`src/rtl/hpcmd_pkg.sv`:
```
`timescale 1ns/1ps
package hpcmd_pkg;

    typedef enum logic [2:0] {
        K_NONE    = 3'd0,
        K_SLOT    = 3'd1,
        K_ALL_PWR = 3'd2,
        K_ALL_EN  = 3'd3,
        K_BUS     = 3'd4
    } op_kind_e;

    localparam logic [2:0] ERR_OK    = 3'b000;
    localparam logic [2:0] ERR_LATCH = 3'b001;
    localparam logic [2:0] ERR_CMD   = 3'b010;
    localparam logic [2:0] ERR_MODE  = 3'b100;

    localparam logic [1:0] ST_PWR_ONLY = 2'b01;
    localparam logic [1:0] ST_ENABLED  = 2'b10;
    localparam logic [1:0] ST_DISABLED = 2'b11;
    localparam logic [1:0] IND_OFF     = 2'b11;

    typedef struct packed {
        logic [1:0] st;
        logic [1:0] pwr;
        logic [1:0] attn;
    } slot_t;

endpackage

```
`src/rtl/hpcmd_decode.sv`:
```
`timescale 1ns/1ps
module hpcmd_decode
    import hpcmd_pkg::*;
#(
    parameter int NSLOT = 4,
    localparam int SW = (NSLOT > 1) ? $clog2(NSLOT) : 1
) (
    input  logic [7:0]       op_i,
    input  logic [7:0]       tgt_i,
    input  logic [NSLOT-1:0] latch_open_i,
    input  logic             pi_rev2_i,
    output op_kind_e         kind_o,
    output logic [2:0]       err_o,
    output logic [SW-1:0]    idx_o,
    output logic [3:0]       mode_o
);

    logic wants_power;

    always_comb begin
        kind_o      = K_NONE;
        err_o       = ERR_OK;
        idx_o       = '0;
        mode_o      = '0;
        wants_power = (op_i[1:0] == ST_PWR_ONLY) || (op_i[1:0] == ST_ENABLED);
        if (op_i[7:6] == 2'b00) begin
            if (tgt_i == 8'd0 || tgt_i > 8'(NSLOT)) begin
                err_o = ERR_CMD;
            end else begin
                idx_o = SW'(tgt_i - 8'd1);
                if (wants_power && latch_open_i[idx_o]) begin
                    err_o = ERR_LATCH;
                end else begin
                    kind_o = K_SLOT;
                end
            end
        end else if (op_i[7:3] == 5'b01000) begin
            if (op_i[2:0] <= 3'd4) begin
                kind_o = K_BUS;
                mode_o = {1'b0, op_i[2:0]};
            end else begin
                err_o = ERR_CMD;
            end
        end else if (op_i == 8'h48) begin
            kind_o = K_ALL_PWR;
        end else if (op_i == 8'h49) begin
            kind_o = K_ALL_EN;
        end else if (op_i[7:4] == 4'h5) begin
            if (op_i[3:0] >= 4'hE) begin
                err_o = ERR_CMD;
            end else if (!pi_rev2_i) begin
                err_o = ERR_MODE;
            end else begin
                kind_o = K_BUS;
                mode_o = op_i[3:0];
            end
        end else begin
            err_o = ERR_CMD;
        end
    end

endmodule

```
`src/rtl/hpcmd_slot_bank.sv`:
```
`timescale 1ns/1ps
module hpcmd_slot_bank
    import hpcmd_pkg::*;
#(
    parameter int NSLOT = 4,
    localparam int SW = (NSLOT > 1) ? $clog2(NSLOT) : 1
) (
    input  logic               clk,
    input  logic               rst_n,
    input  logic               apply_i,
    input  op_kind_e           kind_i,
    input  logic [SW-1:0]      idx_i,
    input  logic [5:0]         fields_i,
    input  logic [NSLOT-1:0]   latch_open_i,
    output logic [2*NSLOT-1:0] st_o,
    output logic [2*NSLOT-1:0] pwr_o,
    output logic [2*NSLOT-1:0] attn_o
);

    for (genvar i = 0; i < NSLOT; i++) begin : g_slot
        slot_t slot_q, slot_d;

        always_comb begin
            slot_d = slot_q;
            if (apply_i) begin
                unique case (kind_i)
                    K_SLOT: begin
                        if (idx_i == SW'(i)) begin
                            if (fields_i[1:0] != 2'b00) slot_d.st   = fields_i[1:0];
                            if (fields_i[3:2] != 2'b00) slot_d.pwr  = fields_i[3:2];
                            if (fields_i[5:4] != 2'b00) slot_d.attn = fields_i[5:4];
                        end
                    end
                    K_ALL_PWR: if (!latch_open_i[i]) slot_d.st = ST_PWR_ONLY;
                    K_ALL_EN:  if (!latch_open_i[i]) slot_d.st = ST_ENABLED;
                    default: ;
                endcase
            end
        end

        always_ff @(posedge clk) begin
            if (!rst_n) begin
                slot_q <= '{st: ST_DISABLED, pwr: IND_OFF, attn: IND_OFF};
            end else begin
                slot_q <= slot_d;
            end
        end

        assign st_o[2*i +: 2]   = slot_q.st;
        assign pwr_o[2*i +: 2]  = slot_q.pwr;
        assign attn_o[2*i +: 2] = slot_q.attn;

        AST_STATE_CODE: assert property (@(posedge clk) disable iff (!rst_n)
            slot_q.st != 2'b00);
    end

endmodule

```
`src/rtl/hpcmd_engine.sv`:
```
`timescale 1ns/1ps
module hpcmd_engine
    import hpcmd_pkg::*;
#(
    parameter int NSLOT    = 4,
    parameter int EXEC_CYC = 8,
    localparam int SW = (NSLOT > 1) ? $clog2(NSLOT) : 1,
    localparam int CW = (EXEC_CYC > 1) ? $clog2(EXEC_CYC) : 1
) (
    input  logic               clk,
    input  logic               rst_n,
    input  logic               cmd_wr,
    input  logic [15:0]        cmd_wdata,
    input  logic               evt_clr,
    input  logic [NSLOT-1:0]   latch_open,
    input  logic               pi_rev2,
    output logic               busy,
    output logic [2:0]         err_code,
    output logic               cmd_done,
    output logic [2*NSLOT-1:0] slot_state,
    output logic [2*NSLOT-1:0] pwr_ind,
    output logic [2*NSLOT-1:0] attn_ind,
    output logic [3:0]         bus_mode
);

    typedef struct packed {
        logic          busy;
        logic [CW-1:0] cnt;
        logic [15:0]   cmd;
        logic [2:0]    err;
        logic          evt;
        logic [3:0]    mode;
    } ctl_t;

    ctl_t          ctl_q, ctl_d;
    op_kind_e      dec_kind;
    logic [2:0]    dec_err;
    logic [SW-1:0] dec_idx;
    logic [3:0]    dec_mode;
    logic          finish;

    hpcmd_decode #(.NSLOT(NSLOT)) decode_i (
        .op_i         (ctl_q.cmd[7:0]),
        .tgt_i        (ctl_q.cmd[15:8]),
        .latch_open_i (latch_open),
        .pi_rev2_i    (pi_rev2),
        .kind_o       (dec_kind),
        .err_o        (dec_err),
        .idx_o        (dec_idx),
        .mode_o       (dec_mode)
    );

    always_comb begin
        ctl_d  = ctl_q;
        finish = ctl_q.busy && (ctl_q.cnt == '0);
        if (!ctl_q.busy) begin
            if (cmd_wr) begin
                ctl_d.busy = 1'b1;
                ctl_d.cnt  = CW'(EXEC_CYC - 1);
                ctl_d.cmd  = cmd_wdata;
                ctl_d.err  = ERR_OK;
            end
        end else if (!finish) begin
            ctl_d.cnt = ctl_q.cnt - 1'b1;
        end else begin
            ctl_d.busy = 1'b0;
            ctl_d.err  = dec_err;
            if (dec_kind == K_BUS) ctl_d.mode = dec_mode;
        end
        if (evt_clr) ctl_d.evt = 1'b0;
        if (finish)  ctl_d.evt = 1'b1;
    end

    always_ff @(posedge clk) begin
        if (!rst_n) begin
            ctl_q <= '0;
        end else begin
            ctl_q <= ctl_d;
        end
    end

    hpcmd_slot_bank #(.NSLOT(NSLOT)) bank_i (
        .clk          (clk),
        .rst_n        (rst_n),
        .apply_i      (finish),
        .kind_i       (dec_kind),
        .idx_i        (dec_idx),
        .fields_i     (ctl_q.cmd[5:0]),
        .latch_open_i (latch_open),
        .st_o         (slot_state),
        .pwr_o        (pwr_ind),
        .attn_o       (attn_ind)
    );

    assign busy     = ctl_q.busy;
    assign err_code = ctl_q.err;
    assign cmd_done = ctl_q.evt;
    assign bus_mode = ctl_q.mode;

    AST_IGNORE_BUSY_WR: assert property (@(posedge clk) disable iff (!rst_n)
        (busy && cmd_wr) |=> $stable(ctl_q.cmd));
    AST_DONE_AT_FALL: assert property (@(posedge clk) disable iff (!rst_n)
        $fell(busy) |-> cmd_done);
    AST_ERR_ONEHOT: assert property (@(posedge clk) disable iff (!rst_n)
        $onehot0(err_code));
    AST_ERR_CLEAR_RUN: assert property (@(posedge clk) disable iff (!rst_n)
        $rose(busy) |-> (err_code == ERR_OK));
    AST_SLOTS_AT_FALL: assert property (@(posedge clk) disable iff (!rst_n)
        !$stable({slot_state, pwr_ind, attn_ind}) |-> $fell(busy));
    AST_REJECT_NO_CHANGE: assert property (@(posedge clk) disable iff (!rst_n)
        ($fell(busy) && err_code != ERR_OK) |-> $stable({slot_state, pwr_ind, attn_ind}));
    AST_MODE_ON_SUCCESS: assert property (@(posedge clk) disable iff (!rst_n)
        !$stable(bus_mode) |-> ($fell(busy) && err_code == ERR_OK));

endmodule

```
`config.mk`:
```
export PLATFORM = sky130hd
export DESIGN_NAME = hpcmd_engine
export DESIGN_NICKNAME = d
export VERILOG_FILES = /design/src/rtl/hpcmd_pkg.sv /design/src/rtl/hpcmd_decode.sv /design/src/rtl/hpcmd_slot_bank.sv /design/src/rtl/hpcmd_engine.sv
export SDC_FILE = /design/constraint.sdc
export NUM_CORES = 1
export LEC_CHECK = 0
export BUFFER_PORTS_ARGS = -buffer_cell sky130_fd_sc_hd__buf_4
export CAP_MARGIN = 20
export CORE_ASPECT_RATIO = 0.5
export CORE_MARGIN = 1.5
export CORE_UTILIZATION = 50
export DETAILED_ROUTE_END_ITERATION = 6
export GPL_ROUTABILITY_DRIVEN = 0
export PLACE_DENSITY_LB_ADDON = 0.1
export SLEW_MARGIN = 0
export SYNTH_ARGS = -nofsm -noshare
export SYNTH_HDL_FRONTEND = slang
export SYNTH_SLANG_ARGS = --single-unit
export TNS_END_PERCENT = 5
```
`constraint.sdc`:
```
create_clock -name clk -period 3.46 [get_ports clk]
set_input_delay 0.692 -clock clk [delete_from_list [all_inputs] [get_ports clk]]
set_output_delay 0.692 -clock clk [all_outputs]
set_load 0.01 [all_outputs]
```
* Word-level counts from Yosys, hierarchy flattened *
Cells that the tools add are included.

word-level totals
  ROM bits = 0
  word-level logic and storage cells = 148
  register bits = 52
  memories = 0
  output and inout bits = 33
  input port bits = 25
  latch bits = 0
  bits in writable memories = 0

cells by class
  div/mod/pow operators = 0
  equal/unequal tests = 28
  muxes and demuxes = 65
  reductions and logical operators = 30
  $mul = 0
  bitwise gates (word level) = 1
  shifts and indexed selects = 0
  $lt $le $gt $ge = 4
  add/subtract/negate cells = 2

operators with widths
  kind                count
  $mux 3              21
  $mux 2              20
  $mux 4              8
  $reduce_and 4->1    8
  $mux 6              4
  $pmux 2 s3          4
  $reduce_and 6->1    4
  $mux 23             1
  $ne 2x2->1 const B  9
  $eq 8x7->1 const B  2
  $ne 2x1->1 const B  6
  $reduce_bool 2->1   5
  $gt 8x3->1 const B  1
  $logic_not 8->1     1
  $eq 2x2->1 const B  3
  $eq 3x2->1 const B  2
  $mux 1              6
  $reduce_and 2->1    3
  $eq 5x4->1 const B  1
  $eq 2x1->1 const B  2
  $eq 4x3->1 const B  1
  $ge 4x4->1 const B  1
  $logic_not 2->1     2
  $eq 3x1->1 const B  1
  other kinds (12)    14

* Depth between registers and ports, before layout *
Gate-level depths: netlist of the first run.

  depth in word-level cells = 10
  gate-level depth with buffers = 9

* Modules after synthesis *
From an unflattened synthesis of the first run, not the netlist that was laid out.

unflattened totals
  cell total of the unflattened synthesis = 302
  area, all modules = 2628.8 sq um

modules (own cells, without submodules)
  module           cells an instance  times used  area each (sq um)
  hpcmd_engine     134                1           1187.4
  hpcmd_slot_bank  120                1           1144.8
  hpcmd_decode     48                 1           296.5

* Least setup slack after synthesis of the first run *
No wires, ideal clock.

  path type = reg-to-reg
  start = register ctl_q[16] in the netlist's numbering
  end = register bank_i.g_slot[0].slot_q (netlist bit bank_i.st_o[1])
  stages on the path, launching flop included = 8
  required time = 3.338 ns
  data arrival time = 2.055 ns
  setup slack = 1.282 ns
  cells stage by stage = dfxtp_1 -> inv_1 -> ha_1 -> mux2i_1 -> o221ai_2 -> o41ai_2 -> a21boi_1 -> a311o_1

between the ends
  word-level cells in the longest chain between the ends = 10
  elaborated cells on any way between the ends = 23
  those cells by class = add/sub: 1; order compare: 1; eq/ne: 7; mux: 8; reduce/logical: 6

RTL lines
  what                                                       line                   RTL
  start, declared                                            hpcmd_engine.sv:35     ctl_t ctl_q, ctl_d;
  start signal, assigned                                     hpcmd_engine.sv:78     ctl_q <= ctl_d;
  $sub 2x1->2                                                hpcmd_decode.sv:30     idx_o = SW'(tgt_i - 8'd1);
  $bmux 1 s2                                                 hpcmd_decode.sv:31     if (wants_power && latch_open_i[idx_o]) begin
  $mux 1 (not written as such)                               hpcmd_decode.sv:31
  $logic_and 1x1->1                                          hpcmd_decode.sv:31
  $mux 1                                                     hpcmd_decode.sv:31
  $mux 3                                                     hpcmd_decode.sv:27     if (tgt_i == 8'd0 || tgt_i > 8'(NSLOT)) begin
  $mux 3                                                     hpcmd_decode.sv:26     if (op_i[7:6] == 2'b00) begin
  $eq 3x1->1 / $eq 3x2->1 (equally long branches)            hpcmd_slot_bank.sv:26  unique case (kind_i)
  $ne 2x1->1 (no source line), or another cell as far along  -
  $reduce_and 6->1 (no source line)                          -
  end signal, assigned                                       hpcmd_slot_bank.sv:43  slot_q <= '{st: ST_DISABLED, pwr: IND_OFF, attn: IND_OFF};
  end signal, assigned                                       hpcmd_slot_bank.sv:45  slot_q <= slot_d;
  end, declared                                              hpcmd_slot_bank.sv:21  slot_t slot_q, slot_d;

Several ways; a longest one is shown, not always the timed one. The select of a mux whose other input is x is not followed.
A chain may end at the register's enable or synchronous reset.

* Final worst setup path of the first run *
Same ends and word-level chain as after synthesis.

==> impl_metrics.toml, run 1 <==
[synth]
async_flop_share_pct = 0
yosysTopAreaCell = "dfxtp_1"
synth_seq_cells = 52
synth_cell_types = 53
syn-instance-count = 300
synth_area_per_cell_um2 = 8.66
synth_flop_cell = "dfxtp_1"
synthesis.area_um2 = 2600
synth-warning-count = 0
synth_edf_count = 0
synth_fp_nets = 331
yosys-top-cells-area = "dfxtp_1 (40%), nand2_1 (8.7%), mux2i_1 (5.8%), a21oi_1 (4.8%), ha_1 (2.9%)"
yosysSeqAreaShare_pct = 40.1
yosys.area.top_type_share_pct = 40.1

[power_and_ir_drop]
swShare_pct = 27.3
vdd_ir_drop_max_mv = 0.225
pwr-share-comb_pct = 13.6
p_clk_share_pct = 34.1
cellInternalPower_mw = 0.897
p_sw_mw = 0.336
pwr-share-seq_pct = 52.3
p_per_area_nw_per_um2 = 403
power_leakage_nw = 1.12

[global_routing]
grt_first_pass_wirelength_mm = 9.90
grtUsageTotal_pct = 22.9
antenna_found_initial = 0
grt_max_degree = 31
grt-ovfl-total = 0
grt_pass1_vias = 1983

[clock_network]
clock_latency_ns = 0.31
cts_hold_buf = 0
cts_tree = "done"
cts_resized = 0
cts_root_buffer = "clkbuf_8"
cts_inserted_buffers = 5
cts_buffer_depth = 2
path_clk_slew_ns = 0.10
cts_sinks = 52
cts_setup_buffers = 0
cts_max_level = 2

[timing]
slew_headroom_pct = 32.4
finalSetupViolCount = 0
rsz0062_at_grt = "false"
skew_ns = 0.00700
finalWorstSetupSlack_ns = 0.854
finalCritPeriodShare_pct = 75.3
finalHoldViolCount = 0
finalSetupTns_ns = 0
fin_crit_ns = 2.61
worst_pin_slew_ns = 1.01
max_freq_ghz = 0.384
slew_viol_final = 0

[setup_path]
crit_arrival_ns = 2.81
setup.worst_path.class = "reg -> reg"
crit_fanout = 13
max_stage_delay_ns = 0.52
cp-start-kind = "flop"
slowest_stage = "o41ai_2"
crit_path_end_kind = "flop"
crit_chain = "inv_1 > ha_1 > mux2i_1 > o221ai_2 > o41ai_2 > a21boi_1 > a311o_1"
critPathRequiredTime_ns = 3.66

[cells_and_area]
n_antenna_cell = 0
seq_area_um2 = 1040
drive_gt1_share_pct = 22.6
multi_input_area_um2 = 1360
layout.cells.non_filler = 411
syn_to_final_growth_pct = 17.9
fill_cells = 445
num-nets-final = 371

[route]
via_count = 2310
firstDrtPassIters = 4
drc = 0
finalWirelength_mm = 6.17
avgViaCountPerCell = 5.62
drt_iter0_markers = 196
ant_nets = 0
post_drt_wl_per_cell_um = 15.0

[die]
core_um2 = 4950
ios = 58
placementRows = 18
start_util_pct = 52.4
die-area_um2 = 5670
die_h_um = 54.0
die_w_um = 105

[placement]
port_buffers = 57
dp_hpwl_mm = 4.53
dp_cells = 403
place_ws_ns = 0.886

[run]
maxCapViolCount = 0

[worst_hold_path]
hold_class = "reg -> reg"

[outcome]
status = "finished, final reports clean"
==> Yosys cell counts, types with 2 or more instances <==
master,count
a21oi_1,25
a221o_1,3
a221oi_1,2
a311oi_1,2
a31oi_1,2
and2_1,3
and3_2,2
buf_4,7
clkbuf_1,11
clkbuf_8,2
dfxtp_1,52
ha_1,6
inv_1,9
mux2i_1,15
nand2_1,60
nand2b_1,4
nand3_1,9
nand3_2,2
nand4_1,5
nor2_1,10
nor2b_1,4
nor3_1,12
nor3_2,2
o2111ai_1,3
o211ai_1,6
o21ai_0,6
o21ai_1,4
o22ai_1,3
o311ai_0,2
o31a_1,2
o31ai_1,3
==> routing by layer <==
metal  vias up  global-route usage [%]  part of all wire [%]
met5         -                       0                     0
met4         0                    5.02                  0.44
met3         4                    4.60                   6.8
met2        90                    34.9                    42
met1      1067                    33.5                    51
li1       1149                       -                     -
==> kinds of logic (layout without fill, tap and decap cells) <==
family / after synthesis / in the layout / share of synthesized area [%]
AO/OA/AOI/OAI: 71 / 71 / 19.5
flip-flops: 52 / 52 / 40.1
AND/OR/NAND/NOR: 122 / 122 / 23.9
multiplexers: 15 / 15 / 5.78
XOR/XNOR: 1 / 1 / 0.337
buffers and inverters: 33 / 74 / 7.51
adder cells (fa/ha/maj): 6 / 6 / 2.89
==> state kept, by name, indices dropped and copies added, names as in the netlist <==
register       cells
bank_i.attn_o      8
bank_i.pwr_o       8
bank_i.st_o        8
bus_mode           4
busy               1
cmd_done           1
ctl_q             19
err_code           3
==> power groups by stage <==
| stage | clock network, mW | logic (mW) | registers (mW) |
|---|---|---|---|
| after global placement | 0 | 0.160 | 0.657 |
| after global routing | 0.459 | 0.186 | 0.649 |
| after CTS | 0.426 | 0.166 | 0.645 |
| final | 0.421 | 0.167 | 0.645 |
| after floorplan | 0 | 0.127 | 0.647 |
| after detailed placement | 0 | 0.165 | 0.659 |
==> critical path, delay by kind of cell, from the launching register on <==
family | cells | cell delay [ns]
adder cells (fa/ha/maj) | 1 | 0.40
flip-flops | 1 | 0.46
AO/OA/AOI/OAI | 4 | 1.26
buffers and inverters | 1 | 0.07
multiplexers | 1 | 0.29
==> final timing paths <==
path / startpoint / end / slack, ns / depth (start not counted)
worst min register to register: bus_mode[2] / bus_mode[2] / 0.46 / 2
worst max-delay path: ctl_q[16] / bank_i.st_o[1] / 0.85 / 7
worst max register to register: ctl_q[16] / bank_i.st_o[1] / 0.85 / 7
worst min-delay path: bus_mode[2] / bus_mode[2] / 0.46 / 2
==> through the flow <==
stage | hold WS (ns) | area [um^2] | utilization [%] | total power [mW]
CTS | 0.458 | 3060 | 61.8 | 1.24
global route | 0.474 | 3060 | 61.8 | 1.29
floorplan | 0.429 | 2600 | - | 0.774
finish | 0.459 | 3060 | 61.8 | 1.23
detailed placement | 0.445 | 2950 | 59.6 | 0.824
global placement | 0.443 | 2950 | 59.6 | 0.817
==> cells in the final DEF, fill, tap and decap left out, drive strengths merged, types with 2 or more instances in the layout <==
master	n
a221o	4
mux2i	15
o21ai	10
o211ai	6
nand2	60
o221ai	2
and2	3
and3	3
o2111ai	3
nand3	11
nor2	10
nor2b	4
clkbuf	5
o31a	2
o31ai	3
inv	9
a21oi	25
o311ai	2
nand4	5
dfxtp	52
ha	6
a311oi	2
a31oi	2
nand2b	4
buf	57
a221oi	2
o22ai	3
nor3	14
==> area by class of cell <==
class / count / share of cell area [%]
multi-input combinational: 215 / 44.5
sequential: 52 / 34.0
timing repair buffer: 57 / 14.0
tap: 70 / 2.86
clock buffer: 5 / 2.25
clock inverter: 3 / 1.39
inverter: 9 / 1.10
No activity file was read; power rests on OpenSTA's default activity.
==> inputs of run 2 (changes only) <==
- ABC_AREA: not set -> 1
- clock period: 3.46 -> 2.59 ns (I/O delays scaled with it)
==> run 2 against run 1 <==
Worst setup slack lost 0.32 ns. Clock power grew 17%. Power grew 35%. Synthesized cell count grew 16%. Non-clock buffer count grew 1. Sequential share of layout area shrank 0.21 points. First-iteration DRC count shrank 17%. Critical path depth grew 4. Flip-flop and latch count is the same. Final cell count grew 14%. Highest routed layer unchanged. Die area shrank 1.8%. Routed wire length grew 2.8%.
==> impl_metrics.toml, run 2 <==
[clock_network]
cts_hold_buf = 0
cts_setup_buffers = 0
cts_buffer_depth = 2
cts_tree = "done"
cts_resized = 0
cts_sinks = 52
path_clk_slew_ns = 0.11
clock_latency_ns = 0.31
cts_inserted_buffers = 5
cts_max_level = 2
cts_root_buffer = "clkbuf_8"

[timing]
slew_viol_final = 0
rsz0062_at_grt = "false"
slew_headroom_pct = 70.6
worst_pin_slew_ns = 0.441
skew_ns = 0.0102
finalWorstSetupSlack_ns = 0.530
finalCritPeriodShare_pct = 79.6
max_freq_ghz = 0.485
finalHoldViolCount = 0
finalSetupTns_ns = 0
fin_crit_ns = 2.06
finalSetupViolCount = 0

[global_routing]
grt_use_met3_pct = 5.67
grt_max_degree = 46
grtUsageTotal_pct = 24.1
grt-ovfl-total = 0
antenna_found_initial = 0
top_usage_layer = "met2"
grt_first_pass_wirelength_mm = 10.5
grt_pass1_vias = 2153
use_met2_pct = 39.1
use_met1_pct = 33.4

[setup_path]
crit_path_end_kind = "flop"
max_stage_delay_ns = 0.44
crit_fanout = 8
cp-start-kind = "flop"
crit_chain = "inv_2 > ha_1 > inv_1 > nand3_1 > nand2_2 > nand2_4 > nand2_4 > nor2_1 > nand2_1 > nand2_1 > o211ai_1"
setup.worst_path.class = "reg -> reg"
crit_arrival_ns = 2.24
slowest_stage = "dfxtp_1"
critPathRequiredTime_ns = 2.77
crit_buf_inv = 2
path_delay_family = "simple AND/OR/NAND/NOR gates"

[placement]
port_buffers = 57
dp_hpwl_mm = 4.74
place_ws_ns = 0.586

[cells_and_area]
syn_to_final_growth_pct = 20.8
regMostFlops = "ctl_q"
largest_reg_flops = 19
fill_cells = 460
layout_commonest_cell = "nand2_1"
num-nets-final = 429
n_antenna_cell = 0
final_cell_mix = "nand2_1 (72), buf_4 (58), dfxtp_1 (52)"
drive_gt1_share_pct = 22.3

[route]
finalWirelength_mm = 6.34
drc = 0
post_drt_wl_per_cell_um = 13.5
avgViaCountPerCell = 5.22
ant_nets = 0
firstDrtPassIters = 4
via_count = 2450
drt_iter0_markers = 163

[worst_hold_path]
hold_class = "in -> reg"

[synth]
synth_commonest_cells = "nand2_1 (72), dfxtp_1 (52), o21ai_0 (39)"
yosysTopAreaCell = "dfxtp_1"
async_flop_share_pct = 0
yosys.area.top_type_share_pct = 40.8
yosysMostFrequentCell = "nand2_1"
synth-warning-count = 0
syn-instance-count = 349
synth_cell_types = 27
yosys-top-cells-area = "dfxtp_1 (41%), nand2_1 (11%), o21ai_0 (7.7%), inv_1 (5.0%), nand3_1 (4.9%)"
synth_edf_count = 0
synth_seq_cells = 52
yosysSeqAreaShare_pct = 40.8
synth_fp_nets = 380
synthesis.area_um2 = 2550
synth_flop_cell = "dfxtp_1"
synth_area_per_cell_um2 = 7.31

[power_and_ir_drop]
power_leakage_nw = 1.42
p_per_area_nw_per_um2 = 540
vdd_ir_drop_max_mv = 0.341

[outcome]
status = "finished, final reports clean"

[die]
core_um2 = 4910
ios = 58
start_util_pct = 52.0
die_h_um = 53.5
placementRows = 18
die_w_um = 104
die-area_um2 = 5570

[run]
maxCapViolCount = 0
-- run 2: cell count changes after synthesis, moves of 4 or more --
cell / delta
nor2_1: +21
o21ai_0: +33
nand3_1: +16
nor2b_1: -4
nand2_1: +12
nor3_1: -9
inv_2: +5
nand2b_1: -4
mux2i_1: -15
o211ai_1: +10
inv_1: +25
nor2_2: +4
-- run 2: cells by family (layout without fill, tap and decap cells) --
family                   count (synthesis)  in the layout  synth area share [%]
AND/OR/NAND/NOR                        150            150                  28.1
AO/OA/AOI/OAI                           86             86                  19.0
adder cells (fa/ha/maj)                  6              6                  2.94
buffers and inverters                   55            105                  9.12
flip-flops                              52             52                  40.8
-- run 2: metrics by stage --
| stage | instance area, um^2 | hold slack [ns] | util (%) | instances | total power, mW |
|---|---|---|---|---|---|
| floorplan | 2550 | 0.424 | - | 349 | 1.09 |
| global placement | 2990 | 0.432 | 60.9 | 461 | 1.17 |
| detailed placement | 2990 | 0.445 | 60.9 | 461 | 1.18 |
| CTS | 3080 | 0.445 | 62.8 | 469 | 1.67 |
| global route | 3080 | 0.473 | 62.8 | 469 | 1.75 |
| finish | 3080 | 0.446 | 62.8 | 469 | 1.67 |
-- run 2: power breakdown --
group / internal, mW / switching (mW)
logic: 0.107 / 0.202
registers: 0.834 / 0.0278
clock network: 0.197 / 0.297
total: 1.14 / 0.527
-- run 2: layer usage --
metal	wire length (um)	vias to the layer above	share of wire (%)
li1	-	1248	-
met1	3130	1132	49
met2	2770	66	44
met3	415	4	6.5
met4	22	0	0.35
met5	0	-	0
-- run 2: worst paths after layout --
| check | startpoint | end | slack [ns] | cells past startpoint |
|---|---|---|---|---|
| hold / removal | evt_clr | cmd_done | 0.45 | 4 |
| setup / recovery | ctl_q[16] | bank_i.pwr_o[4] | 0.53 | 11 |
| setup reg to reg | ctl_q[16] | bank_i.pwr_o[4] | 0.53 | 11 |
| hold reg to reg | bus_mode[3] | bus_mode[3] | 0.46 | 2 |
-- run 2: worst min-delay path: cells and delay by family --
family	cells	cell delay, ns
AND/OR/NAND/NOR	1	0.04
buffers and inverters	2	0.10
AO/OA/AOI/OAI	1	0.05
-- run 2: cell type report --
cell class	count	area, um^2	share of cell area (%)
clock buffer	5	68.8	2.23
clock inverter	3	26.3	0.852
inverter	39	146	4.75
multi-input combinational	242	1280	41.4
sequential	52	1040	33.8
tap	70	87.6	2.84
timing repair buffer	58	435	14.1
